[config.mk]
export PLATFORM = sky130hd
export DESIGN_NAME = trig_msg_gen
export DESIGN_NICKNAME = d
export VERILOG_FILES = /design/src/rtl/tmg_pkg.sv /design/src/rtl/tmg_seed_latch.sv /design/src/rtl/tmg_event_ctr.sv /design/src/rtl/tmg_trig_arb.sv /design/src/rtl/tmg_msg_build.sv /design/src/rtl/trig_msg_gen.sv
export SDC_FILE = /design/constraint.sdc
export NUM_CORES = 1
export LEC_CHECK = 0
export ABC_AREA = 1
export CORE_ASPECT_RATIO = 1.5
export CORE_MARGIN = 2
export CORE_UTILIZATION = 52
export DETAILED_ROUTE_END_ITERATION = 10
export PLACE_DENSITY = 0.8
export SETUP_SLACK_MARGIN = 0.15
export SYNTH_ARGS = -nofsm -noshare
export SYNTH_HDL_FRONTEND = slang
export SYNTH_HIERARCHICAL = 1
export SYNTH_SLANG_ARGS = --single-unit
[constraint.sdc]
create_clock -name clk -period 2.25 [get_ports clk]
set_input_delay 0.675 -clock clk [delete_from_list [all_inputs] [get_ports clk]]
set_output_delay 0.675 -clock clk [all_outputs]
set_load 0.02 [all_outputs]
[src/rtl/tmg_pkg.sv]
package tmg_pkg;
  localparam int EVT_W   = 15;
  localparam int TAG_W   = 2;
  localparam int CNT_W   = EVT_W + TAG_W;
  localparam int MSG_W   = 32;
  localparam int OPT_W   = 16;
  localparam int CFG_W   = 20;
  localparam int OPT_LO  = TAG_W;          // options bits below this are dropped
  localparam int SENSE_BIT = CNT_W;        // parity sense position in cfg
  localparam int LATCH_BIT = 19;           // capture control position in cfg
  localparam int OPT_STB = 15;             // calibration strobe
  localparam int OPT_ACK = 14;             // trigger acknowledge
  localparam int OPT_XRO = 13;             // plain readout on external triggers
  localparam int PAR_BIT = EVT_W;          // parity position in message

  typedef enum logic [1:0] {
    SRC_NONE = 2'd0,
    SRC_SW   = 2'd1,
    SRC_EXT  = 2'd2
  } src_e;

  typedef struct packed {
    logic [TAG_W-1:0] tag;
    logic [EVT_W-1:0] evt;
  } count_t;
endpackage

[src/rtl/tmg_seed_latch.sv]
module tmg_seed_latch
  import tmg_pkg::*;
(
  input  logic             clk,
  input  logic             rst_n,
  input  logic             latch_bit,
  input  logic             sense_in,
  output logic             load,
  output logic             sense_q
);
  logic latch_prev;

  assign load = latch_bit & ~latch_prev;

  always_ff @(posedge clk or negedge rst_n) begin
    if (!rst_n) begin
      latch_prev <= 1'b0;
      sense_q    <= 1'b0;
    end else begin
      latch_prev <= latch_bit;
      if (load) sense_q <= sense_in;
    end
  end
endmodule

[src/rtl/tmg_event_ctr.sv]
module tmg_event_ctr
  import tmg_pkg::*;
(
  input  logic   clk,
  input  logic   rst_n,
  input  logic   load,
  input  count_t seed,
  input  logic   step,
  output count_t count
);
  localparam logic [CNT_W-1:0] ONE = CNT_W'(1);

  always_ff @(posedge clk or negedge rst_n) begin
    if (!rst_n)    count <= '0;
    else if (load) count <= seed;
    else if (step) count <= count + ONE;   // natural wrap at all ones
  end
endmodule

[src/rtl/tmg_trig_arb.sv]
module tmg_trig_arb
  import tmg_pkg::*;
#(
  parameter int PEND_W = 3
) (
  input  logic              clk,
  input  logic              rst_n,
  input  logic              sw_trig,
  input  logic              ext_trig,
  output src_e              src,
  output logic [PEND_W-1:0] pend_cnt
);
  localparam logic [PEND_W-1:0] PEND_MAX = '1;
  localparam logic [PEND_W-1:0] ONE_P    = PEND_W'(1);

  logic take_ext;

  always_comb begin
    if (sw_trig)                           src = SRC_SW;
    else if (ext_trig || pend_cnt != '0)   src = SRC_EXT;
    else                                   src = SRC_NONE;
  end

  assign take_ext = (src == SRC_EXT);

  always_ff @(posedge clk or negedge rst_n) begin
    if (!rst_n) begin
      pend_cnt <= '0;
    end else if (ext_trig && !take_ext) begin
      if (pend_cnt != PEND_MAX) pend_cnt <= pend_cnt + ONE_P;
    end else if (!ext_trig && take_ext) begin
      pend_cnt <= pend_cnt - ONE_P;
    end
  end
endmodule

[src/rtl/tmg_msg_build.sv]
module tmg_msg_build
  import tmg_pkg::*;
(
  input  src_e                   src,
  input  count_t                 count,
  input  logic                   sense,
  input  logic [OPT_W-1:OPT_LO]  opt_hi,
  output logic [MSG_W-1:0]       msg
);
  logic [OPT_W-1:OPT_LO] hi;
  logic                  strip;
  logic [MSG_W-1:0]      body;
  logic                  odd_ones;

  assign strip = (src == SRC_EXT) && opt_hi[OPT_XRO];

  for (genvar i = OPT_LO; i < OPT_W; i++) begin : g_opt
    if (i == OPT_STB || i == OPT_ACK) begin : g_masked
      assign hi[i] = opt_hi[i] & ~strip;
    end else begin : g_plain
      assign hi[i] = opt_hi[i];
    end
  end

  assign body     = {hi, count.tag, 1'b0, count.evt};
  assign odd_ones = ^body;

  always_comb begin
    msg          = body;
    // sense 1: total even, so parity copies odd_ones; sense 0: total odd
    msg[PAR_BIT] = sense ? odd_ones : ~odd_ones;
  end
endmodule

[src/rtl/trig_msg_gen.sv]
module trig_msg_gen
  import tmg_pkg::*;
#(
  parameter int PEND_W = 3
) (
  input  logic             clk,
  input  logic             rst_n,
  input  logic [CFG_W-1:0] cfg_word,
  input  logic [OPT_W-1:0] opt_word,
  input  logic             sw_trig,
  input  logic             ext_trig,
  output logic             msg_valid,
  output logic [MSG_W-1:0] msg_data
);
  logic              seed_load;
  logic              sense_q;
  count_t            cnt_q;
  count_t            seed;
  src_e              src;
  logic [PEND_W-1:0] pend_cnt;
  logic              issue;
  logic [MSG_W-1:0]  msg_next;
  logic [2:0]        unused_bits;

  assign unused_bits = {cfg_word[18], opt_word[1:0]};
  assign seed        = count_t'(cfg_word[CNT_W-1:0]);
  assign issue       = (src != SRC_NONE);

  tmg_seed_latch u_seed (
    .clk       (clk),
    .rst_n     (rst_n),
    .latch_bit (cfg_word[LATCH_BIT]),
    .sense_in  (cfg_word[SENSE_BIT]),
    .load      (seed_load),
    .sense_q   (sense_q)
  );

  tmg_event_ctr u_ctr (
    .clk   (clk),
    .rst_n (rst_n),
    .load  (seed_load),
    .seed  (seed),
    .step  (issue),
    .count (cnt_q)
  );

  tmg_trig_arb #(.PEND_W(PEND_W)) u_arb (
    .clk      (clk),
    .rst_n    (rst_n),
    .sw_trig  (sw_trig),
    .ext_trig (ext_trig),
    .src      (src),
    .pend_cnt (pend_cnt)
  );

  tmg_msg_build u_build (
    .src    (src),
    .count  (cnt_q),
    .sense  (sense_q),
    .opt_hi (opt_word[OPT_W-1:OPT_LO]),
    .msg    (msg_next)
  );

  always_ff @(posedge clk or negedge rst_n) begin
    if (!rst_n) begin
      msg_valid <= 1'b0;
      msg_data  <= '0;
    end else begin
      msg_valid <= issue;
      if (issue) msg_data <= msg_next;
    end
  end
endmodule

==> run metrics, run 1 <==
Syn Area/Cell=between 7 and 8 µm²; pin slew with the least headroom to its limit=between 300 and 400 ps; endpoints failing setup=0; Peak VDD IR=approximately 600 µV; post-route setup TNS=0 ps; Leak=between 0.002 and 0.0025 µW; fill cell count=622; WP data required=2450 ps; DRT iter0 DRCs=227; remaining antenna violation count=0; Core Util, Final=63.94%; Root Buffer=clkbuf_8; Startpoint Class=input port; Slew Limit Fails=0; number of synthesized flops with an enable pin=0; Tot GR Track Use=22.62%; core area=6898 µm²; number of post-CTS setup repair buffers=0; first-pass GRT wire length=between 10 and 15 mm; Tmin final=around 2000 ps; sequential-to-total area share from yosys stat=between 30% and 40%; Worst Skew=4.683 ps; via count=3428; Post-Syn Area=3700 µm²; max cap viols=0; Die Y=107.3 µm; Finished Layout Cells=642; worst rel slew slack=74.04%; fin crit share=between 80% and 90%; Design Area, Final=4410 µm²; WL final=8.266 mm; Seq cells post-synth=55; pre-CTS setup slack=-297.2 ps; WS Path Type=in2reg; Pre-Repair DR Iteration Count=7; Die X=72.87 µm; status=complete, no violations; area added between synthesis and finish=19.21%; dpl cells=636; CTS tree=done; vias in the first global route=roughly 3300; register cell area after layout=1376 µm²; CTS Buf Count=5; RD Place Congestion=0.9123; die area=7819 µm²; Max Fclk=about 500 MHz; worst reg-to-reg setup slack=470 ps; top_reg_cell synth=dfrtp_1; most frequent cells in the layout=nand2_1, clkdlybuf4s50_1, dfrtp_1; largest net degree at the start of global routing=56; Initial Util=53.64%; Synth cell types=31; Setup WS post-layout=between 200 and 300 ps; pwr/cell area=between 900 and 1000 nW/µm²; Row Count=37; Routed WL per cell=12.88 µm; type of the most critical hold path=in2async; Post-Syn Nets=approximately 560; I/O Pins=73; RR Endpoint=u_ctr/count[12]; Arr. time, crit path=around 2200 ps; Critical Path Fanout Max=2; GRT overflow=0; R2R Path Start=u_arb/pend_cnt[0]; port buffer count=a little under 70; clock net sink count=55; Critical Path End Type=register; n_diodes=0; share of cells above drive strength 1=approximately an eighth; antenna violations before repair=0; Post-synth ARST share=between 90% and 100%; Placed Area=4303 µm²; hold_buf cts=0; drt drc=0; H-tree depth=2; detailed placer's ending HPWL=just over 6 mm; reg2reg path depth=8; CTS max path bufs=2; Via density=5.340; Final Hold Fails=0; synth warn=6; fin nets=607; RSZ-0062 raised after global routing=no; worst skew pair latency=310 ps; clock slew at reported path FFs=about 90 ps; area of the multi-input gates=approximately 1800 µm²; Post-Syn Instances=516; most common cell after layout, fill and taps aside=nand2_1
-- cell type report --
cell class / count / share of cell area, %
Inverter: 53 / 4.567
Tap cell: 78 / 2.213
Sequential cell: 55 / 31.21
Timing Repair Buffer: 84 / 18.50
Multi-Input combinational cell: 366 / 41.87
Clock buffer: 6 / 1.645
-- worst max-delay path, cell delays in order --
cell             delay [ps]
clkdlybuf4s50_1         500
xor2_1                  290
nand3_1                 160
nand2_2                 140
xnor2_4                 120
inv_1                    60
nand2_1                  60
nand2_1                  40
o21ai_0                  70
nand2_1                  80
-- synth_stat cells (3+ instances only) --
cell | n | area (µm²)
nand2_1 | 191 | 716.9
dfrtp_1 | 55 | 1376
inv_1 | 48 | 180.2
nand3_1 | 34 | 170.2
o21ai_0 | 34 | 170.2
buf_4 | 32 | 240.2
nand2_2 | 24 | 150.1
nor2_1 | 18 | 67.56
a22oi_1 | 12 | 90.09
xor2_1 | 9 | 78.83
nor2_2 | 8 | 50.05
xnor2_1 | 8 | 70.07
inv_2 | 5 | 18.77
o21ai_1 | 5 | 25.02
a21oi_1 | 3 | 15.01
buf_2 | 3 | 15.01
clkbuf_2 | 3 | 15.01
nand3_2 | 3 | 30.03
nand3b_1 | 3 | 22.52
o21bai_1 | 3 | 22.52
-- metrics by stage --
step / hold slack, ps / total power, µW
2_1_floorplan: 379.4 / 2977
3_3_place_gp: 462.9 / 3458
3_5_place_dp: 464.9 / 3546
4_1_cts: 359.5 / 4088
5_1_grt: 372.4 / 4387
6_report: 337.1 / 4060
-- worst max-delay path by stage --
stage / from / to / slack, ps / cells past startpoint
final: opt_word[4] / msg_data[15] / 250 / 10
after detailed placement: ext_trig / u_ctr/count[12] / -300 / 9
after floorplan: ext_trig / msg_data[15] / 260 / 11
after global placement: ext_trig / u_ctr/count[5] / -210 / 9
after CTS: ext_trig / msg_data[15] / 90 / 12
after global routing: opt_word[3] / msg_data[15] / 180 / 11
-- cell families (layout without fill, tap and decap cells) --
group | Yosys count | in the layout | share of synthesized area [%]
and+or+nand+nor | 286 | 286 | 34.05
buffers and inverters | 95 | 143 | 13.80
DFF | 55 | 55 | 37.20
adders and majority gates | 2 | 2 | 0.8792
xor gates and xnor gates | 18 | 18 | 4.769
AOI/OAI and AO/OA | 60 | 60 | 9.300
-- report_power, final --
part	switching, µW	internal, µW
combinational	1120	836
sequential	343	1250
clock	309	209
total	1770	2290
-- layer usage --
metal / global-route usage [%] / share of wire, % / up-vias / wire, µm
met1: 26.09 / 38 / 1577 / 3154
met3: 2.341 / 6.1 / 20 / 506
li1: - / - / 1687 / -
met4: 11.11 / 2.5 / 0 / 210
met2: 40.58 / 53 / 144 / 4395
met5: 0 / 0 / - / 0
-- flip-flops by register name (all words and copies together) (netlist names) --
register / flops
msg_data: 32
msg_valid: 1
u_arb/pend_cnt: 3
u_seed/latch_prev: 1
u_ctr/count: 17
u_seed/sense_q: 1
-- what timing repair did --
item                                    4_1_cts  5_1_grt
endpoints found under the setup margin       16       10
pin swaps                                     0        3
endpoints found under the hold margin         0        0
resized for setup                             4        7
(Power assumes the default switching activity.)
==> inputs of run 2 (changes only) <==
--- a/config.mk
+++ b/config.mk
@@ -16,3 +16,4 @@
 export SYNTH_HDL_FRONTEND = slang
 export SYNTH_HIERARCHICAL = 1
 export SYNTH_SLANG_ARGS = --single-unit
+export TNS_END_PERCENT = 50
==> results of run 2 <==
Final layout, timing and power as in run 1 (identical DEF).
Among the figures that moved: number of gates resized after CTS 4 -> 3; wire length of the first global-routing pass 14120 µm -> 14100 µm; via count of the first global-routing pass 3319 -> 3318; overall routing resource usage 22.62% -> 22.60%; met1 usage 26.09% -> 26.03%
